`src/rtl/tern_pkg.sv`:
```
package tern_pkg;
  typedef enum logic {PH_SUM = 1'b0, PH_EMIT = 1'b1} phase_t;

  typedef struct packed {
    logic accum;     // add magnitude of accepted summing beat
    logic latch;     // final summing beat: store scale, clear sum
    logic emit;      // accepted emitting beat: register a code
    logic emitLast;  // emitting beat carries the last flag
  } strobe_t;

  localparam logic [1:0] CODE_ZERO = 2'b00;
  localparam logic [1:0] CODE_POS  = 2'b01;
  localparam logic [1:0] CODE_NEG  = 2'b11;
endpackage

```
`src/rtl/tern_ctrl.sv`:
```
module tern_ctrl
  import tern_pkg::*;
(
  input  logic    clk,
  input  logic    rstN,
  input  logic    inValid,
  input  logic    inPass,
  input  logic    inLast,
  output logic    inReady,
  output strobe_t strobe
);
  phase_t phase;
  logic   fire;

  always_comb begin
    inReady = (phase == PH_SUM) ? !inPass : inPass;
    fire    = inValid && inReady;
    strobe.accum    = fire && (phase == PH_SUM);
    strobe.latch    = fire && (phase == PH_SUM) && inLast;
    strobe.emit     = fire && (phase == PH_EMIT);
    strobe.emitLast = fire && (phase == PH_EMIT) && inLast;
  end

  always_ff @(posedge clk) begin
    if (!rstN) begin
      phase <= PH_SUM;
    end else if (strobe.latch) begin
      phase <= PH_EMIT;
    end else if (strobe.emitLast) begin
      phase <= PH_SUM;
    end
  end
endmodule

```
`src/rtl/tern_datapath.sv`:
```
module tern_datapath
  import tern_pkg::*;
#(
  parameter int W_BITS  = 8,
  parameter int N_ELEMS = 16,
  parameter int EPS     = 1
) (
  input  logic              clk,
  input  logic              rstN,
  input  strobe_t           strobe,
  input  logic [W_BITS-1:0] inData,
  output logic              outValid,
  output logic [1:0]        outCode,
  output logic              outLast,
  output logic [W_BITS-1:0] outScale
);
  localparam int LOG2N = $clog2(N_ELEMS);
  localparam int ACC_W = W_BITS + LOG2N;
  localparam int CMP_W = W_BITS + 2;

  logic              isNeg;
  logic [W_BITS-1:0] magW;
  logic [ACC_W-1:0]  sumReg;
  logic [ACC_W-1:0]  sumNext;
  logic [ACC_W-1:0]  meanFull;
  logic [CMP_W-1:0]  thresh;
  logic [CMP_W-1:0]  dblMag;
  logic              reaches;
  logic [1:0]        codeNext;

  always_comb begin
    isNeg    = inData[W_BITS-1];
    magW     = isNeg ? (~inData + 1'b1) : inData;
    sumNext  = sumReg + ACC_W'(magW);
    meanFull = sumNext >> LOG2N;
    thresh   = {2'b00, outScale} + CMP_W'(EPS);
    dblMag   = {1'b0, magW, 1'b0};
    reaches  = dblMag >= thresh;
    if (!reaches)   codeNext = CODE_ZERO;
    else if (isNeg) codeNext = CODE_NEG;
    else            codeNext = CODE_POS;
  end

  always_ff @(posedge clk) begin
    if (!rstN) begin
      sumReg   <= '0;
      outScale <= '0;
    end else if (strobe.latch) begin
      sumReg   <= '0;
      outScale <= meanFull[W_BITS-1:0];
    end else if (strobe.accum) begin
      sumReg   <= sumNext;
    end
  end

  always_ff @(posedge clk) begin
    if (!rstN) begin
      outValid <= 1'b0;
      outCode  <= CODE_ZERO;
      outLast  <= 1'b0;
    end else begin
      outValid <= strobe.emit;
      outCode  <= strobe.emit ? codeNext : CODE_ZERO;
      outLast  <= strobe.emitLast;
    end
  end
endmodule

```
`src/rtl/absmean_ternarizer.sv`:
```
module absmean_ternarizer
  import tern_pkg::*;
#(
  parameter int W_BITS  = 8,
  parameter int N_ELEMS = 16,
  parameter int EPS     = 1
) (
  input  logic              clk,
  input  logic              rstN,
  input  logic              inValid,
  output logic              inReady,
  input  logic              inPass,
  input  logic              inLast,
  input  logic [W_BITS-1:0] inData,
  output logic              outValid,
  output logic [1:0]        outCode,
  output logic              outLast,
  output logic [W_BITS-1:0] outScale
);
  strobe_t strobe;

  tern_ctrl i_ctrl (
    .clk    (clk),
    .rstN   (rstN),
    .inValid(inValid),
    .inPass (inPass),
    .inLast (inLast),
    .inReady(inReady),
    .strobe (strobe)
  );

  tern_datapath #(
    .W_BITS (W_BITS),
    .N_ELEMS(N_ELEMS),
    .EPS    (EPS)
  ) i_datapath (
    .clk     (clk),
    .rstN    (rstN),
    .strobe  (strobe),
    .inData  (inData),
    .outValid(outValid),
    .outCode (outCode),
    .outLast (outLast),
    .outScale(outScale)
  );
endmodule

```
`config.mk`:
```
export PLATFORM = sky130hd
export DESIGN_NAME = absmean_ternarizer
export DESIGN_NICKNAME = d
export VERILOG_FILES = /design/src/rtl/tern_pkg.sv /design/src/rtl/tern_ctrl.sv /design/src/rtl/tern_datapath.sv /design/src/rtl/absmean_ternarizer.sv
export SDC_FILE = /design/constraint.sdc
export NUM_CORES = 1
export LEC_CHECK = 0
export ABC_AREA = 1
export ABC_CLOCK_PERIOD_IN_PS = 3400
export BUFFER_PORTS_ARGS = -buffer_cell sky130_fd_sc_hd__buf_2
export CAP_MARGIN = 5
export CELL_PAD_IN_SITES_DETAIL_PLACEMENT = 0
export CELL_PAD_IN_SITES_GLOBAL_PLACEMENT = 1
export CORE_MARGIN = 5
export CORE_UTILIZATION = 44
export DETAILED_ROUTE_END_ITERATION = 16
export PLACE_DENSITY_LB_ADDON = 0.1
export REMOVE_ABC_BUFFERS = 1
export SLEW_MARGIN = 15
export SYNTH_ARGS = -nofsm -noshare
export SYNTH_HDL_FRONTEND = slang
export SYNTH_SLANG_ARGS = --single-unit
```
`constraint.sdc`:
```
create_clock -name clk -period 3.4 [get_ports clk]
set_input_delay 0.68 -clock clk [delete_from_list [all_inputs] [get_ports clk]]
set_output_delay 0.68 -clock clk [all_outputs]
set_load 0.005 [all_outputs]
```
# ---- Yosys cells after proc, flatten, opt, wreduce, memory -nomap -nowiden
# Index checks and enable logic that the tools add are counted.
dict set report totals {
  ff_bits 25
  in_bits 13
  output_inout_bits 13
  wordCells 27
}
dict set report op_classes {
  n_addsub 3
  n_lt_le_gt_ge 1
  mux 5
  bitwise 3
  reduce_logical 9
}
# operator count
set ops {}
lappend ops {{12-bit by 8-bit adder with 12-bit output} 1}
lappend ops {{9-bit by 10-bit >= comparator with 1-bit output} 1}
lappend ops {{8-bit by 1-bit adder with 9-bit output (second input constant)} 1}
lappend ops {{8-bit by 1-bit adder with 8-bit output (second input constant)} 1}
lappend ops {{8-bit 2-to-1 mux} 1}
lappend ops {{8-bit inverter} 1}
lappend ops {{1-bit logical AND} 5}
lappend ops {{1-bit 2-to-1 mux} 3}
lappend ops {{3-bit AND reduction} 1}
lappend ops {{2-bit 2-to-1 mux} 1}
lappend ops {{1-bit inverter} 2}
lappend ops {{2-bit nonzero test} 1}
lappend ops {{2-bit OR reduction} 1}
lappend ops {{1-bit logical NOT} 1}

# ---- Depth between registers and ports, before layout
# Gate-level depths: netlist (run 1).
dict set report logic_depth {
  depth_word 7
  mapped_depth 17
  depth_no_buf 17
}

# ---- Cells and area by module
# Synthesis (run 1) repeated with hierarchy kept, for this count alone.
dict set report unflattened {
  cells_unflattened 296
  area_unflattened_um2 1924.3
}
# mod n_inst cells_each area_each_um2 seq_area_each_um2
set by_module_without_submodules {}
lappend by_module_without_submodules {tern_datapath 1 282 1841.8 480.5}
lappend by_module_without_submodules {tern_ctrl 1 14 82.6 20.0}

# ---- Least setup slack after synthesis (run 1)
# Ideal clock, no wire load.
dict set report synth_path {
  kind {input port to flip-flop}
  startpoint {in inData[0]}
  endpoint {reg i_datapath.outScale[3]}
  arrival_ps 2294
  path_slack_ps 997
  cell_stages 14
  path_cell_list {inv_1 -> ha_1 -> nand2_1 -> o31ai_1 -> xnor2_1 -> ha_1 -> nand2_1 -> nor2_1 -> nand2_1 -> nand2_1 -> xor2_1 -> nand2_1 -> nand2_1 -> inv_1}
}
dict set report synth_via {
  elab_chain_cells 4
}
# element line_no
set synth_rtl {}
lappend synth_rtl {{start, declared} absmean_ternarizer.sv:14} ;# input logic [W_BITS-1:0] inData,
lappend synth_rtl {{8-bit inverter} tern_datapath.sv:33} ;# magW = isNeg ? (~inData + 1'b1) : inData;
lappend synth_rtl {{8-bit by 1-bit adder with 8-bit output} tern_datapath.sv:33}
lappend synth_rtl {{8-bit 2-to-1 mux *} tern_datapath.sv:33}
lappend synth_rtl {{12-bit by 8-bit adder with 12-bit output *} tern_datapath.sv:34} ;# sumNext = sumReg + ACC_W'(magW);
lappend synth_rtl {{end signal, assigned} tern_datapath.sv:50} ;# outScale <= meanFull[W_BITS-1:0];
lappend synth_rtl {{end, declared} tern_datapath.sv:15} ;# output logic [W_BITS-1:0] outScale
# Every way passes the cells marked *; elsewhere a longest branch is shown, timed or not.
# A chain may end at the register's enable or synchronous reset.

# ---- Worst setup path after layout (run 1)
dict set report layout_path {
  startpoint {in inData[2]}
  endpoint {reg i_datapath.sumReg[9]}
}
dict set report layout_via {
  elab_chain_cells 4
}
# element line_no
set layout_rtl {}
lappend layout_rtl {{8-bit inverter} tern_datapath.sv:33}
lappend layout_rtl {{8-bit by 1-bit adder with 8-bit output} tern_datapath.sv:33}
lappend layout_rtl {{8-bit 2-to-1 mux *} tern_datapath.sv:33}
lappend layout_rtl {{12-bit by 8-bit adder with 12-bit output *} tern_datapath.sv:34}
lappend layout_rtl {{end signal, assigned} tern_datapath.sv:52} ;# sumReg <= sumNext;
lappend layout_rtl {{end, declared} tern_datapath.sv:23} ;# logic [ACC_W-1:0] sumReg;
# Marked as above.

==> results of run 1 <==
## layout make-up
type | instances | share of cell area [%]
Clock buffer | 3 | 1.946
Clock inverter | 1 | 0.4127
Inverter | 48 | 8.608
Multi-Input combinational cell | 213 | 56.49
Sequential cell | 25 | 23.58
Tap cell | 52 | 3.066
Timing Repair Buffer | 25 | 5.896
## path summary, 6_finish.rpt
check	start	to	slack (ns)	cells after the start
min reg2reg	i_datapath.sumReg[0]	i_datapath.sumReg[0]	0.48	2
max	inData[2]	i_datapath.sumReg[9]	0.83	13
max reg2reg	i_datapath.outScale[1]	i_datapath.outCode[1]	1.34	11
min	i_datapath.sumReg[0]	i_datapath.sumReg[0]	0.48	2
## cell usage in the layout, fill, tap and decap left out, types with 2 or more instances in the layout
master	instances
a21oi_1	16
xor2_1	10
a21o_1	2
nand4_1	6
o21ai_0	4
clkbuf_8	3
inv_1	47
o21ai_1	4
nor3_1	2
dfxtp_1	25
xnor2_1	6
nand2_1	79
nor2_2	2
nand3_1	26
nand2_4	2
buf_2	25
nor2_1	26
or2_2	2
ha_1	17
## logic make-up (layout without fill, tap and decap cells)
kind of cell	count (synthesis)	after routing	synth area share [%]
AOI/OAI and AO/OA	32	32	9.481
buffers and inverters	50	77	10.60
xor gates and xnor gates	16	16	7.373
DFF	25	25	26.33
and+or+nand+nor	147	147	33.97
adders and majority gates	18	18	12.24
## state kept, by name (all words and copies together) (netlist names)
register / cells
i_ctrl.phase: 1
i_datapath.outCode: 2
i_datapath.outLast: 1
i_datapath.outScale: 8
i_datapath.outValid: 1
i_datapath.sumReg: 12
## per-stage QoR
| stage | area (um^2) | setup slack (ns) | power, W | util [%] | cells |
|---|---|---|---|---|---|
| 2_1_floorplan | 1882 | 0.9974 | 0.0004687 | - | 286 |
| 3_3_place_gp | 2072 | 0.5355 | 0.0005267 | 48.59 | 363 |
| 3_5_place_dp | 2072 | 0.5738 | 0.0005258 | 48.59 | 363 |
| 4_1_cts | 2122 | 0.8751 | 0.0007196 | 49.77 | 367 |
| 5_1_grt | 2122 | 0.6115 | 0.0007641 | 49.77 | 367 |
| 6_report | 2122 | 0.8300 | 0.0007117 | 49.77 | 367 |
## where the power goes
group	switching, W	internal (W)
Sequential	0.0000124	0.000307
Combinational	0.000123	0.0000765
Clock	0.000107	0.0000861
## critical path, stage by stage
cell and delay [ns]:
buf_2 0.12, nor2_1 0.15, nand3_1 0.11, nor4_1 0.59, ha_1 0.40, nand2_1 0.12
inv_1 0.05, a21oi_1 0.17, nand4_1 0.11, nand2_1 0.12, nand2_1 0.06, nand2_1 0.06
inv_1 0.03
## routing by layer
layer	share of wire [%]	wire length (um)	track usage, %	vias up
met5	0	0	0	-
met4	1.6	72	5.049	0
met3	4.7	217	3.562	6
met2	46	2091	28.19	32
met1	48	2202	23.71	762
li1	-	-	-	973
==> flow_metrics.py, run 1 <==
metrics = {
    "outcome": {
        "status": "finished clean",
    },
    "synthesis": {
        "ys_ff_latch": 25,
        "synth-main-ff-cell": "dfxtp_1",
        "synth_edf_count": 0,
        "synth_common_cells": "nand2_1 (79), inv_1 (47), nand3_1 (26), nor2_1 (26), dfxtp_1 (25)",
        "yosysMostFrequentCell": "nand2_1",
        "async_flop_share_pct": 0,
        "yosysUniqueCellTypes": 29,
        "synth_top_area_share_pct": 26.33,
        "yosys-top-cells-area": "dfxtp_1 (26%), nand2_1 (16%), ha_1 (11%)",
        "synth.avg_cell_area_um2": 6.599,
        "yosys_warnings": 0,
        "synth_area_um2": 1901,
        "syn_inst": 288,
        "yosysSeqAreaShare_pct": 26.33,
        "yosysTopAreaCell": "dfxtp_1",
    },
    "power": {
        "power_per_cell_area_nw_per_um2": 335.4,
        "peakVddDrop_v": 0.0002109,
        "p_leak_nw": 1.119,
    },
    "final_layout": {
        "n_fill_cell": 457,
        "n_antenna_cell": 0,
        "register_area_um2": 500.5,
        "layout.nets": 347,
        "area_growth_pct": 11.65,
        "drive_gt1_share_pct": 12.06,
        "multiInputGateArea_um2": 1199,
    },
    "drt": {
        "drt-initial-drc-count": 65,
        "wl_per_cell_um": 12.49,
        "drt-total-wl_um": 4583,
        "drt_first_pass_iters": 5,
        "vias": 1773,
        "drc_errors": 0,
        "ant_nets": 0,
        "via_per_inst": 4.831,
    },
    "timing": {
        "period_minus_slack_ns": 2.570,
        "skew_ns": 0.008400,
        "tightestPinTransition_ns": 0.7480,
        "setup_violations": 0,
        "slew_violations": 0,
        "finalSetupTns_ns": 0,
        "period_share_pct": 75.59,
        "hold_slack_ns": 0.4767,
        "final_hold_viol_count": 0,
        "slew_headroom_pct": 49.68,
        "fmax_mhz": 389.1,
        "rsz0062_at_grt": "no",
    },
    "grt": {
        "grt_usage_pct": 17.52,
        "grt_max_degree": 18,
        "grt_pass1_vias": 1625,
        "grt_pass1_wl_um": 7555,
        "antenna_found_initial": 0,
        "gr-total-overflow": 0,
    },
    "place": {
        "dp_hpwl_um": 3803,
        "place.gp.congestion": 0.9071,
        "place.port_buffers": 25,
    },
    "floorplan": {
        "core_um2": 4264,
        "die_w_um": 75.72,
        "start_util_pct": 44.57,
        "io_pins": 26,
        "die_h_um": 75.72,
        "dieArea_um2": 5734,
        "num_rows": 24,
    },
    "clocking": {
        "postCtsHoldBufs": 0,
        "cts.clk_slew.worst_paths_ns": 0.10,
        "cts_resized": 0,
        "clockBufferDepth": 2,
        "clk_latency_ns": 0.28,
        "htreeDepth": 1,
        "post_cts_buffers": 0,
        "cts_tree": "yes",
        "clock-root-buffer": "clkbuf_8",
        "cts_sinks": 25,
        "cts_buffers": 3,
    },
    "flow_run": {
        "maxCapViolCount": 0,
    },
    "worst_setup_path": {
        "worstSetupPathType": "in2reg",
        "required_ns": 3.59,
        "crit_path_start_kind": "input pin",
        "arrival_ns": 2.76,
        "crit_fanout": 3,
        "cp-end-kind": "register",
    },
    "worst_hold_path": {
        "hp-class": "reg2reg",
    },
}
Power figures use the tool's default switching activity.
==> inputs of run 2 (changes only) <==
- ABC_CLOCK_PERIOD_IN_PS: 3400 -> 2600
- CORE_UTILIZATION: 44 -> 40
- clock period: 3.4 -> 2.6 ns (I/O delays scaled with it)
==> run 2 against run 1 <==
  * Cell area up 6.7%
  * Clock power up 33%
  * Combinational power up 52%
  * Critical path depth increased by 2
  * Core utilization is 1.2 points lower
  * Sequential share of layout area decreased by 1.5 points
==> flow_metrics.py, run 2 (synthesis gave the netlist of run 1 again) <==
metrics = {
    "floorplan": {
        "dieArea_um2": 6230,
        "start_util_pct": 40.78,
        "die_w_um": 78.93,
        "num_rows": 25,
        "io_pins": 26,
        "die_h_um": 78.93,
        "core_um2": 4661,
    },
    "worst_setup_path": {
        "worstSetupPathType": "in2reg",
        "cp-end-kind": "register",
        "crit_start": "inData[0]",
        "cp_num_buf_inv": 3,
        "ff2ff_setup_slack_ns": 0.54,
        "crit_family": "simple AND/OR/NAND/NOR gates",
        "arrival_ns": 2.53,
        "crit_path_start_kind": "input pin",
        "path_cells": "buf_2 > inv_1 > ha_1 > nand2_1 > o31ai_2 > xnor2_1 > ha_1 > nand2_1 > nor2_1 > nand2_1 > nand2_1 > xor2_1 > nand2_1 > nand2_1 > inv_1",
        "slowest_stage": "ha_1",
        "required_ns": 2.79,
        "crit_top_cell": "nand2_1",
        "r2r-end": "i_datapath.outCode[1]",
        "ff2ff_path_depth": 11,
        "slowest_delay_ns": 0.39,
        "timing.rr.start": "i_datapath.outScale[1]",
        "crit_fanout": 5,
    },
    "timing": {
        "final_hold_viol_count": 0,
        "finalSetupTns_ns": 0,
        "setup_violations": 0,
        "skew_ns": 0.005684,
        "slew_headroom_pct": 69.75,
        "period_share_pct": 90.01,
        "tightestPinTransition_ns": 0.4491,
        "period_minus_slack_ns": 2.340,
        "slew_violations": 0,
        "rsz0062_at_grt": "no",
        "fmax_mhz": 427.3,
    },
    "place": {
        "place.port_buffers": 25,
        "dpl_cell_area_um2": 2202,
        "place.gp.congestion": 0.8315,
        "dp_hpwl_um": 4001,
        "dp.cells": 382,
    },
    "clocking": {
        "cts_tree": "yes",
        "clk_latency_ns": 0.28,
        "cts_buffers": 3,
        "clock-root-buffer": "clkbuf_8",
        "clockBufferDepth": 2,
        "htreeDepth": 1,
        "postCtsHoldBufs": 0,
        "cts_sinks": 25,
        "cts.clk_slew.worst_paths_ns": 0.11,
    },
    "drt": {
        "vias": 1842,
        "dr_wl_met3_um": 147,
        "drt-initial-drc-count": 66,
        "wl_per_cell_um": 12.57,
        "via_per_inst": 4.760,
        "dr_wl_met2_um": 2206,
        "drt-total-wl_um": 4865,
        "ant_nets": 0,
        "wl_met1_um": 2481,
        "routed.top_layer": "met4",
        "drc_errors": 0,
        "drt_first_pass_iters": 4,
    },
    "final_layout": {
        "layout.nets": 365,
        "drive_gt1_share_pct": 17.12,
        "area_growth_pct": 19.09,
        "layout_commonest_cell": "nand2_1",
        "n_fill_cell": 510,
        "final_cell_mix": "nand2_1 (79), inv_1 (47), nor2_1 (26), nand3_1 (26)",
        "final_cell_area_um2": 2263,
        "largest_reg_flops": 12,
        "reg_top3": "i_datapath.sumReg x12, i_datapath.outScale x8, i_datapath.outCode x2",
        "top_register": "i_datapath.sumReg",
        "n_antenna_cell": 0,
        "instances_no_fill": 387,
        "post-route-util_pct": 48.56,
    },
    "power": {
        "p_leak_nw": 1.204,
        "peakVddDrop_v": 0.0002478,
        "power_per_cell_area_nw_per_um2": 432.0,
    },
    "grt": {
        "grt_usage_pct": 16.73,
        "antenna_found_initial": 0,
        "grt_pass1_wl_um": 8293,
        "grt_max_degree": 18,
        "grt_pass1_vias": 1754,
        "gr-total-overflow": 0,
    },
    "worst_hold_path": {
        "whs_endpoint": "i_datapath.sumReg[0]",
        "hp-class": "reg2reg",
        "worstHoldStart": "i_datapath.sumReg[0]",
        "holdPathStages": 2,
    },
    "outcome": {
        "status": "finished clean",
    },
    "flow_run": {
        "maxCapViolCount": 0,
    },
}
## run 2: worst max-delay path by stage
stage | end | slack, ns | cells after the start
floorplan | i_datapath.outScale[3] | 0.36 | 14
global placement | i_datapath.outScale[3] | -0.11 | 15
detailed placement | i_datapath.sumReg[7] | -0.1 | 15
CTS | i_datapath.sumReg[7] | 0.18 | 15
global route | i_datapath.sumReg[7] | 0.02 | 15
finish | i_datapath.outScale[3] | 0.26 | 15
## run 2: layer usage
metal	vias to the layer above	track usage [%]
met5	-	0
met4	0	3.608
met3	2	1.927
met2	22	28.18
met1	808	23.01
li1	1010	-
## run 2: stage by stage
stage,total power [W],setup slack (ns),hold slack [ns]
6_report,0.0009778,0.2598,0.4770
5_1_grt,0.001051,0.01998,0.4911
4_1_cts,0.0009813,0.1811,0.4798
3_5_place_dp,0.0007269,-0.09637,0.4636
3_3_place_gp,0.0007278,-0.1093,0.4531
2_1_floorplan,0.0006130,0.3574,0.4441
## run 2: final cells by class
| class | instances | area, um^2 | area share [%] |
|---|---|---|---|
| clock buffer | 3 | 41.29 | 1.824 |
| sequential | 25 | 500.5 | 22.11 |
| clock inverter | 1 | 7.507 | 0.3317 |
| inverter | 48 | 182.7 | 8.071 |
| tap | 54 | 67.56 | 2.985 |
| timing repair buffer | 43 | 260.3 | 11.50 |
| multi-input combinational | 213 | 1204 | 53.18 |
## run 2: timing repair
action                                  CTS  global route
buffers inserted                          0             1
gates resized for setup                   0             1
endpoints found under the setup margin    0             3
hold endpoints to repair                  0             0
## run 2: where the power goes
group / internal (W) / switching (W) / total [W]
registers: 0.000401 / 0.0000165 / 0.000418
clock network: 0.000109 / 0.000147 / 0.000256
logic: 0.000133 / 0.000172 / 0.000304
total: 0.000643 / 0.000335 / 0.000978
## run 2: worst min-delay path, cell delays in order (launching register included)
cell     delay (ns)
dfxtp_1        0.33
nand2_1        0.06
a21oi_1        0.05
==> inputs of run 3 (changes only) <==
- REMOVE_ABC_BUFFERS: 1 -> not set
==> run 3 against run 2 <==
  * Register-to-register slack is essentially flat
  * Combinational power shrank 5%
  * Sequential power is essentially flat
  * Critical path depth is the same
  * Largest cell class unchanged
  * Via count shrank 2.6%
==> flow_metrics.py, run 3 (synthesis gave the netlist of run 1 again) <==
metrics = {
    "clocking": {
        "clk_latency_ns": 0.28,
        "cts_buffers": 3,
        "cts_tree": "yes",
        "postCtsHoldBufs": 0,
        "clockBufferDepth": 2,
        "post_cts_buffers": 0,
        "cts_sinks": 25,
        "clock-root-buffer": "clkbuf_8",
        "cts_resized": 0,
        "cts.clk_slew.worst_paths_ns": 0.11,
        "htreeDepth": 1,
    },
    "power": {
        "p_seq_share_pct": 43.0,
        "peakVddDrop_v": 0.0002555,
        "combPwrFrac_pct": 29.7,
        "p_int_w": 0.0006350,
        "p_sw_w": 0.0003363,
        "p_clk_share_pct": 27.4,
        "p_leak_nw": 1.188,
        "switching_share_pct": 34.63,
        "power_per_cell_area_nw_per_um2": 435.7,
    },
    "final_layout": {
        "layout_commonest_cell": "nand2_1",
        "n_fill_cell": 507,
        "post-route-util_pct": 47.84,
        "n_antenna_cell": 0,
        "layout.nets": 361,
        "reg_top3": "i_datapath.sumReg x12, i_datapath.outScale x8, i_datapath.outCode x2",
        "top_register": "i_datapath.sumReg",
        "drive_gt1_share_pct": 15.81,
        "final_cell_mix": "nand2_1 (79), inv_1 (47), nor2_1 (26), nand3_1 (26)",
        "largest_reg_flops": 12,
        "area_growth_pct": 17.31,
    },
    "flow_run": {
        "maxCapViolCount": 0,
    },
    "outcome": {
        "status": "finished clean",
    },
    "grt": {
        "antenna_found_initial": 0,
        "gr-total-overflow": 0,
        "grt_pass1_vias": 1698,
        "grt_usage_pct": 16.43,
        "grt_max_degree": 18,
        "grt_pass1_wl_um": 8024,
    },
    "drt": {
        "drt-total-wl_um": 4837,
        "wl_per_cell_um": 12.63,
        "via_per_inst": 4.687,
        "drt-initial-drc-count": 134,
        "drt_first_pass_iters": 4,
        "vias": 1795,
        "ant_nets": 0,
        "drc_errors": 0,
    },
    "floorplan": {
        "dieArea_um2": 6230,
        "num_rows": 25,
        "core_um2": 4661,
        "die_h_um": 78.93,
        "die_w_um": 78.93,
        "start_util_pct": 40.78,
        "io_pins": 26,
    },
    "place": {
        "place.port_buffers": 25,
        "dp_hpwl_um": 3922,
        "place.gp.congestion": 0.8184,
    },
    "synthesis": {
        "synth_fp_nets": 319,
    },
    "timing": {
        "rsz0062_at_grt": "no",
        "skew_ns": 0.006002,
        "slew_violations": 0,
        "slew_headroom_pct": 70.11,
        "final_hold_viol_count": 0,
        "finalSetupTns_ns": 0,
        "period_share_pct": 91.75,
        "tightestPinTransition_ns": 0.4437,
        "period_minus_slack_ns": 2.386,
        "setup_violations": 0,
        "fmax_mhz": 419.2,
    },
    "worst_setup_path": {
        "crit_fanout": 5,
        "required_ns": 2.79,
        "cp-end-kind": "register",
        "worstSetupPathType": "in2reg",
        "arrival_ns": 2.58,
        "crit_path_start_kind": "input pin",
    },
    "worst_hold_path": {
        "hp-class": "reg2reg",
    },
}
run 3: changes by cell type in the layout (fill, tap and decap cells not counted):
cell / change
inv_6: +1
buf_4: -4
o31ai_1: +1
o31ai_2: -1
clkinvlp_4: -1
run 3: area by class of cell:
class | instances | area (um^2) | share of cell area [%]
flip-flops and latches | 25 | 500.5 | 22.45
repair buffers | 39 | 230.2 | 10.33
clock inverters | 1 | 8.758 | 0.3928
inverters | 48 | 182.7 | 8.193
clock buffers | 3 | 41.29 | 1.852
multi-input cells | 213 | 1199 | 53.76
well taps | 54 | 67.56 | 3.030
run 3: power by group through the flow:
stage / Sequential, W / Combinational (W) / Clock, W
2_1_floorplan: 0.000423 / 0.000193 / 0
3_3_place_gp: 0.000426 / 0.000291 / 0
3_5_place_dp: 0.000427 / 0.000289 / 0
4_1_cts: 0.000418 / 0.000291 / 0.000276
5_1_grt: 0.000421 / 0.000329 / 0.000293
6_report: 0.000418 / 0.000288 / 0.000266
run 3: worst max-delay path, stage by stage:
cell,delay [ns]
buf_2,0.10
inv_1,0.07
ha_1,0.18
nand2_1,0.07
o31ai_1,0.24
xnor2_1,0.17
ha_1,0.39
nand2_1,0.10
nor2_1,0.17
nand2_1,0.07
nand2_1,0.08
xor2_1,0.21
nand2_1,0.09
nand2_1,0.07
inv_1,0.03
run 3: per-layer routing:
layer	vias to the layer above	global-route usage, %	share of wire, %
li1	998	-	-
met1	771	21.44	50
met4	0	3.608	0.50
met5	-	0	0
met2	24	28.10	46
met3	2	3.175	3.4
run 3: worst paths after layout:
| path | startpoint | endpoint | slack (ns) | cells past startpoint |
|---|---|---|---|---|
| max | inData[0] | i_datapath.outScale[3] | 0.21 | 15 |
| min | i_datapath.sumReg[2] | i_datapath.sumReg[2] | 0.48 | 2 |
| min reg2reg | i_datapath.sumReg[2] | i_datapath.sumReg[2] | 0.48 | 2 |
| max reg2reg | i_datapath.outScale[1] | i_datapath.outCode[1] | 0.55 | 11 |
run 3: stage by stage:
stage                     hold WS (ns)  std cells  area (um^2)  setup slack [ns]  power (W)
after floorplan                 0.4418        288         1901            0.3574  0.0006166
after global placement          0.4615        379         2180           -0.1165  0.0007173
after detailed placement        0.4658        379         2180          -0.08956  0.0007153
after CTS                       0.4814        383         2230            0.2147  0.0009848
after global routing            0.4993        383         2230           0.05517   0.001042
final                           0.4833        383         2230            0.2145  0.0009714
